File: src/rtl/uart_req_pkg.sv
package uart_req_pkg;
  typedef enum logic [1:0] {
    MODE_OFF  = 2'd0,
    MODE_IRQ  = 2'd1,
    MODE_DMA  = 2'd2,
    MODE_RSVD = 2'd3
  } req_mode_e;

  localparam int unsigned N_DIR  = 2;
  localparam int unsigned DIR_RX = 0;
  localparam int unsigned DIR_TX = 1;
  localparam int unsigned N_ERR  = 4;
  localparam int unsigned N_TRX  = 3;

  // bit 0 = overrun ... bit 3 = break
  typedef struct packed {
    logic brk;
    logic frm;
    logic par;
    logic ovr;
  } err_vec_t;
endpackage

File: src/rtl/uart_req_dir.sv
module uart_req_dir
  import uart_req_pkg::*;
#(
  parameter int unsigned CW = 5
) (
  input  logic          clk_i,
  input  logic          rst_ni,
  input  logic          fifo_en_i,
  input  logic [1:0]    mode_i,
  input  logic [CW-1:0] trig_i,
  input  logic          xfer_i,
  input  logic [CW-1:0] level_i,
  input  logic          ack_i,
  output logic          irq_o,
  output logic          dma_o
);
  req_mode_e mode;
  logic      hit;
  logic      irq_q, dma_q;

  assign mode = req_mode_e'(mode_i);
  // FIFO rule: match on trigger level; otherwise every handoff counts
  assign hit  = xfer_i && (!fifo_en_i || (level_i == trig_i));

  always_ff @(posedge clk_i or negedge rst_ni) begin
    if (!rst_ni) begin
      irq_q <= 1'b0;
      dma_q <= 1'b0;
    end else begin
      irq_q <= hit && (mode == MODE_IRQ);
      if (hit && (mode == MODE_DMA)) dma_q <= 1'b1;
      else if (ack_i)                dma_q <= 1'b0;
    end
  end

  assign irq_o = irq_q;
  assign dma_o = dma_q;
endmodule

File: src/rtl/uart_err_track.sv
module uart_err_track
  import uart_req_pkg::*;
(
  input  logic     clk_i,
  input  logic     rst_ni,
  input  err_vec_t err_i,
  input  logic     en_i,
  input  logic     rd_i,
  output err_vec_t status_o,
  output logic     irq_o
);
  err_vec_t status_q;
  logic     irq_q;

  always_ff @(posedge clk_i or negedge rst_ni) begin
    if (!rst_ni) begin
      status_q <= '0;
      irq_q    <= 1'b0;
    end else begin
      // new error beats the clearing read
      status_q <= (rd_i ? err_vec_t'('0) : status_q) | err_i;
      irq_q    <= en_i && (|err_i);
    end
  end

  assign status_o = status_q;
  assign irq_o    = irq_q;
endmodule

File: src/rtl/uart_stat_reg.sv
module uart_stat_reg #(
  parameter int unsigned W = 3
) (
  input  logic         clk_i,
  input  logic         rst_ni,
  input  logic [W-1:0] d_i,
  output logic [W-1:0] q_o
);
  always_ff @(posedge clk_i or negedge rst_ni) begin
    if (!rst_ni) q_o <= '0;
    else         q_o <= d_i;
  end
endmodule

File: src/rtl/uart_irq_dma_gen.sv
module uart_irq_dma_gen
  import uart_req_pkg::*;
#(
  parameter int unsigned FIFO_DEPTH = 64,
  localparam int unsigned CW = $clog2(FIFO_DEPTH + 1)
) (
  input  logic          clk_i,
  input  logic          rst_ni,
  input  logic          fifo_en_i,
  input  logic [1:0]    rx_mode_i,
  input  logic [1:0]    tx_mode_i,
  input  logic [CW-1:0] rx_trig_i,
  input  logic [CW-1:0] tx_trig_i,
  input  logic          err_irq_en_i,
  input  logic          rx_xfer_i,
  input  logic [CW-1:0] rx_fill_i,
  input  logic          tx_xfer_i,
  input  logic [CW-1:0] tx_left_i,
  input  logic          ovr_err_i,
  input  logic          par_err_i,
  input  logic          frm_err_i,
  input  logic          brk_err_i,
  input  logic          err_rd_i,
  input  logic          rx_ready_i,
  input  logic          tx_buf_empty_i,
  input  logic          tx_shift_empty_i,
  input  logic          rx_dma_ack_i,
  input  logic          tx_dma_ack_i,
  output logic          rx_irq_o,
  output logic          tx_irq_o,
  output logic          err_irq_o,
  output logic          rx_dma_req_o,
  output logic          tx_dma_req_o,
  output logic [3:0]    err_status_o,
  output logic [2:0]    trx_status_o
);
  logic [1:0]    mode_a  [N_DIR];
  logic [CW-1:0] trig_a  [N_DIR];
  logic [CW-1:0] level_a [N_DIR];
  logic [N_DIR-1:0] xfer_v, ack_v, irq_v, dma_v;

  assign mode_a[DIR_RX]  = rx_mode_i;
  assign mode_a[DIR_TX]  = tx_mode_i;
  assign trig_a[DIR_RX]  = rx_trig_i;
  assign trig_a[DIR_TX]  = tx_trig_i;
  assign level_a[DIR_RX] = rx_fill_i;
  assign level_a[DIR_TX] = tx_left_i;
  assign xfer_v = {tx_xfer_i, rx_xfer_i};
  assign ack_v  = {tx_dma_ack_i, rx_dma_ack_i};

  for (genvar d = 0; d < N_DIR; d++) begin : g_dir
    uart_req_dir #(.CW(CW)) dir_i (
      .clk_i     (clk_i),
      .rst_ni    (rst_ni),
      .fifo_en_i (fifo_en_i),
      .mode_i    (mode_a[d]),
      .trig_i    (trig_a[d]),
      .xfer_i    (xfer_v[d]),
      .level_i   (level_a[d]),
      .ack_i     (ack_v[d]),
      .irq_o     (irq_v[d]),
      .dma_o     (dma_v[d])
    );
  end

  assign rx_irq_o     = irq_v[DIR_RX];
  assign tx_irq_o     = irq_v[DIR_TX];
  assign rx_dma_req_o = dma_v[DIR_RX];
  assign tx_dma_req_o = dma_v[DIR_TX];

  err_vec_t err_in, err_st;
  assign err_in = '{brk: brk_err_i, frm: frm_err_i, par: par_err_i, ovr: ovr_err_i};

  uart_err_track err_i (
    .clk_i    (clk_i),
    .rst_ni   (rst_ni),
    .err_i    (err_in),
    .en_i     (err_irq_en_i),
    .rd_i     (err_rd_i),
    .status_o (err_st),
    .irq_o    (err_irq_o)
  );
  assign err_status_o = err_st;

  uart_stat_reg #(.W(N_TRX)) trx_i (
    .clk_i  (clk_i),
    .rst_ni (rst_ni),
    .d_i    ({tx_shift_empty_i, tx_buf_empty_i, rx_ready_i}),
    .q_o    (trx_status_o)
  );
endmodule

File: config.mk
export PLATFORM = sky130hd
export DESIGN_NAME = uart_irq_dma_gen
export DESIGN_NICKNAME = d
export VERILOG_FILES = /design/src/rtl/uart_req_pkg.sv /design/src/rtl/uart_req_dir.sv /design/src/rtl/uart_err_track.sv /design/src/rtl/uart_stat_reg.sv /design/src/rtl/uart_irq_dma_gen.sv
export SDC_FILE = /design/constraint.sdc
export NUM_CORES = 1
export LEC_CHECK = 0
export CORE_MARGIN = 5
export CORE_UTILIZATION = 29
export DETAILED_ROUTE_END_ITERATION = 8
export GPL_TIMING_DRIVEN = 1
export PLACE_DENSITY = 0.82
export SYNTH_ARGS = -nofsm -noshare
export SYNTH_HDL_FRONTEND = slang
export SYNTH_SLANG_ARGS = --single-unit
File: constraint.sdc
create_clock -name clk_i -period 1.3 [get_ports clk_i]
set_clock_uncertainty 0.2 [all_clocks]
set_input_delay 0.26 -clock clk_i [delete_from_list [all_inputs] [get_ports clk_i]]
set_output_delay 0.26 -clock clk_i [all_outputs]
set_load 0.02 [all_outputs]
==> results.md <==
- Run status: completed
- Die Wd: between 50 and 60 µm
- Buffers from clock root to sink, at most: 2
- Total setup violations reported at the end of the flow: 0
- Combined global-route utilization of all metal layers: 0.124
- Vias: 633
- Clock sink count: 12
- Period minus WS final: 1260 ps
- Quantity of hold-fixing buffers added after cts: 0
- Start-to-end type of the worst setup path: primary input to flip-flop
- P per Cell Area: around 740 nW/µm²
- Port buffer count: 59
- Cell taking the most area after synthesis: sky130_fd_sc_hd__dfrtp_1
- Routed vias/inst: about 4.5
- Final antenna diode count: 0
- Worst setup path end: g_dir[0].dir_i.dma_o
- Yosys top cell area share: 0.531
- Relative contribution of combinational cells to total power: 0.300
- Number of buffers created by CTS: 3
- CP endpoint kind: flip-flop
- Peak fanout along the critical path: 2
- Number of hold-slack violations in the final timing report: 0
- Reg2Reg Depth: 3
- Number of ports placed on the die boundary: 60
- Routed wirelength normalized by instance count: ~12 µm
- Number of search-and-repair iterations in the first detailed-routing pass: 4
- Mean instance size in the synthesized netlist: approximately 12 µm²
- Met3 wirelength from detailed routing: 292 µm
- TritonCTS clock tree: done
- Cell count after placement: 136
- Max Clock Freq: around 800 MHz
- Final cycle utilization of the critical path: 0.972
- Routability Congestion: 0.627
- Top post-synthesis cells by area: sky130_fd_sc_hd__dfrtp_1, sky130_fd_sc_hd__xnor2_1, sky130_fd_sc_hd__xor2_1, sky130_fd_sc_hd__o41a_1, sky130_fd_sc_hd__a21o_1
- Final non-filler cell total: 140
- Slew at the pin closest to its max-slew limit: 151 ps
- # fillers: about 160
- Antenna viol nets, final: 0
- Net switching power of the design: 0.000211 W
- Share of cells above drive strength 1: 0.204
- RSZ-0062 raised after global routing: false
- Most used flip-flop cell after synthesis: sky130_fd_sc_hd__dfrtp_1
- Routed wire length: roughly 1600 µm
- Gate Count Post-Synth: 46
- Total overflow reported by the global router: 0
- Global-route wire length before repair: 2640 µm
- # nets final: 163
- Part of the Yosys area used for sequential elements: 0.531
- Worst hold-check path type: primary input to async pin
- Height of the chip: 54.2 µm
- Initial antenna violation count: 0
- Destination of the worst register-to-register timing path: g_dir[1].dir_i.dma_o
- Internal power of the cells: 0.000663 W
- Static leakage: 0.538 nW
- CP Launch Type: primary input
- Reg2reg setup slack: 340 ps
- Clock-pin slew on the worst setup and hold paths: roughly 60 ps
- PnR Total Power: 0.000874 W
- Clock root buffer: sky130_fd_sc_hd__clkbuf_4
- Max H-tree Level: 1
- Insertion delay of the later-clocked pin in the worst-skew pair: 260 ps
- Number of distinct standard cells referenced by the synthesized netlist: 11
- Final Max Tran Viols: 0
- Ys async rst share: 1.00
- Met2 routed wirelength: 743 µm
- Data arrival at the endpoint of the critical path: 1250 ps
- Max-cap check violation count: 0
- Switching power as a share of total power: 0.241
- Post-synthesis to final-layout area growth: 109%
- Share of power burned in registers: 0.459
- Worst Path Required: 1280 ps
- Part of the power in the clock network: 0.241
- Hold WS: a little over 90 ps
- Violation count after the first detailed-routing iteration: 2
- Area of the core: 1900 µm²
- FF/Latch Area: 300 µm²
- Peak VDD IR: around 320 µV
- Area used by multi-input combinational logic: 260 µm²
- Number of rows in the core area: 16
- Tightest slew margin relative to the limit: 0.899
- Synth Net Count: 94
- Pin count of the biggest net entering global routing: 13
- Die Footprint: a little under 3000 µm²
- List of most frequent post-synthesis cells: sky130_fd_sc_hd__dfrtp_1, sky130_fd_sc_hd__xnor2_1, sky130_fd_sc_hd__xor2_1
- Number of flops mapped to enable cells by yosys: 0
- Post-synthesis instance area: 566 µm²
- Origin of the worst setup path: rx_trig_i[0]
- Synthesis warning total: 0
- Post-DP HPWL: 1500 µm
- Via count of the first global-routing pass: 679
- Metal1 wirelength: 574 µm
- Worst r2r src: g_dir[1].dir_i.dma_o
- Starting Density: 0.297
- Detailed-route DRC error count: 0
- Synthesized flop and latch total: 12
- Uppermost metal layer occupied by signal nets: met4
- Most common cell in the netlist: sky130_fd_sc_hd__dfrtp_1
[stage by stage]
step                      setup WS (ps)  TNS [ps]  instance area, µm²  utilization
after floorplan                    51.3         0                 566            -
after global placement             -444     -2710                1220        0.641
after detailed placement           -470     -2920                1220        0.641
final                              36.6         0                1180        0.622
after CTS                         0.592         0                1160        0.610
after global routing               5.11         0                1180        0.622
[cell usage in the layout (no fill, tap or decap)]
cell type,instances
sky130_fd_sc_hd__o22ai_2,1
sky130_fd_sc_hd__clkbuf_4,3
sky130_fd_sc_hd__o22ai_1,1
sky130_fd_sc_hd__nand3b_1,2
sky130_fd_sc_hd__dfrtp_1,12
sky130_fd_sc_hd__buf_2,11
sky130_fd_sc_hd__clkdlybuf4s15_1,12
sky130_fd_sc_hd__buf_4,5
sky130_fd_sc_hd__xnor2_1,8
sky130_fd_sc_hd__nor3_2,2
sky130_fd_sc_hd__nand2_1,2
sky130_fd_sc_hd__buf_6,1
sky130_fd_sc_hd__a21o_1,4
sky130_fd_sc_hd__xor2_1,6
sky130_fd_sc_hd__inv_1,3
sky130_fd_sc_hd__o41a_1,3
sky130_fd_sc_hd__clkdlybuf4s50_1,19
sky130_fd_sc_hd__nand4_1,2
sky130_fd_sc_hd__dlygate4sd2_1,16
[power groups by stage]
stage               clock network [W]  registers [W]  logic (W)
global route                 0.000240       0.000403   0.000284
floorplan                           0       0.000435  0.0000580
detailed placement                  0       0.000409   0.000305
global placement                    0       0.000408   0.000300
CTS                          0.000225       0.000401   0.000259
finish                       0.000211       0.000401   0.000262
[sequential cells by signal (all words and copies together) (netlist names)]
register / flops
err_i.status_o: 4
err_i.irq_o: 1
g_dir.dir_i.dma_o: 2
trx_i.q_o: 3
g_dir.dir_i.irq_o: 2
[worst min-delay path by stage]
| stage | startpoint | endpoint | slack, ps | cells past startpoint |
|---|---|---|---|---|
| after floorplan | rst_ni | err_i.irq_o | -240 | 0 |
| after global placement | err_i.status_o[0] | err_i.status_o[0] | 260 | 1 |
| after detailed placement | err_i.status_o[0] | err_i.status_o[0] | 270 | 1 |
| after CTS | rst_ni | trx_i.q_o[1] | 90 | 2 |
| after global routing | rst_ni | trx_i.q_o[1] | 100 | 2 |
| final | rst_ni | trx_i.q_o[1] | 90 | 2 |
[final cells by class]
| type | instances | share of cell area |
|---|---|---|
| inverter | 3 | 0.00952 |
| tap | 27 | 0.0286 |
| sequential | 12 | 0.254 |
| timing repair buffer | 64 | 0.469 |
| multi-input combinational | 31 | 0.220 |
| clock buffer | 3 | 0.0190 |
[worst max-delay path, cell delays in order]
cell and delay (ps):
sky130_fd_sc_hd__dlygate4sd2_1 240, sky130_fd_sc_hd__xor2_1 160, sky130_fd_sc_hd__o41a_1 450, sky130_fd_sc_hd__o22ai_1 150
[cells by family (layout without fill, tap and decap cells)]
group	Yosys count	count (layout)	share of synthesized area
buffers and inverters	3	70	0.0199
AOI/OAI and AO/OA	9	9	0.135
and+or+nand+nor	8	8	0.0973
DFF	12	12	0.531
xor gates and xnor gates	14	14	0.217
[repair_timing]
action,4_1_cts,5_1_grt
pin swaps,16,6
endpoints found under the setup margin,16,6
setup buffers,0,1
gates resized for setup,86,5
[metal layers]
metal	vias to the layer above	track usage
met3	3	0.0416
met4	0	0.0622
li1	297	-
met2	50	0.221
met1	283	0.127
met5	-	0
Power figures use the tool's default switching activity.
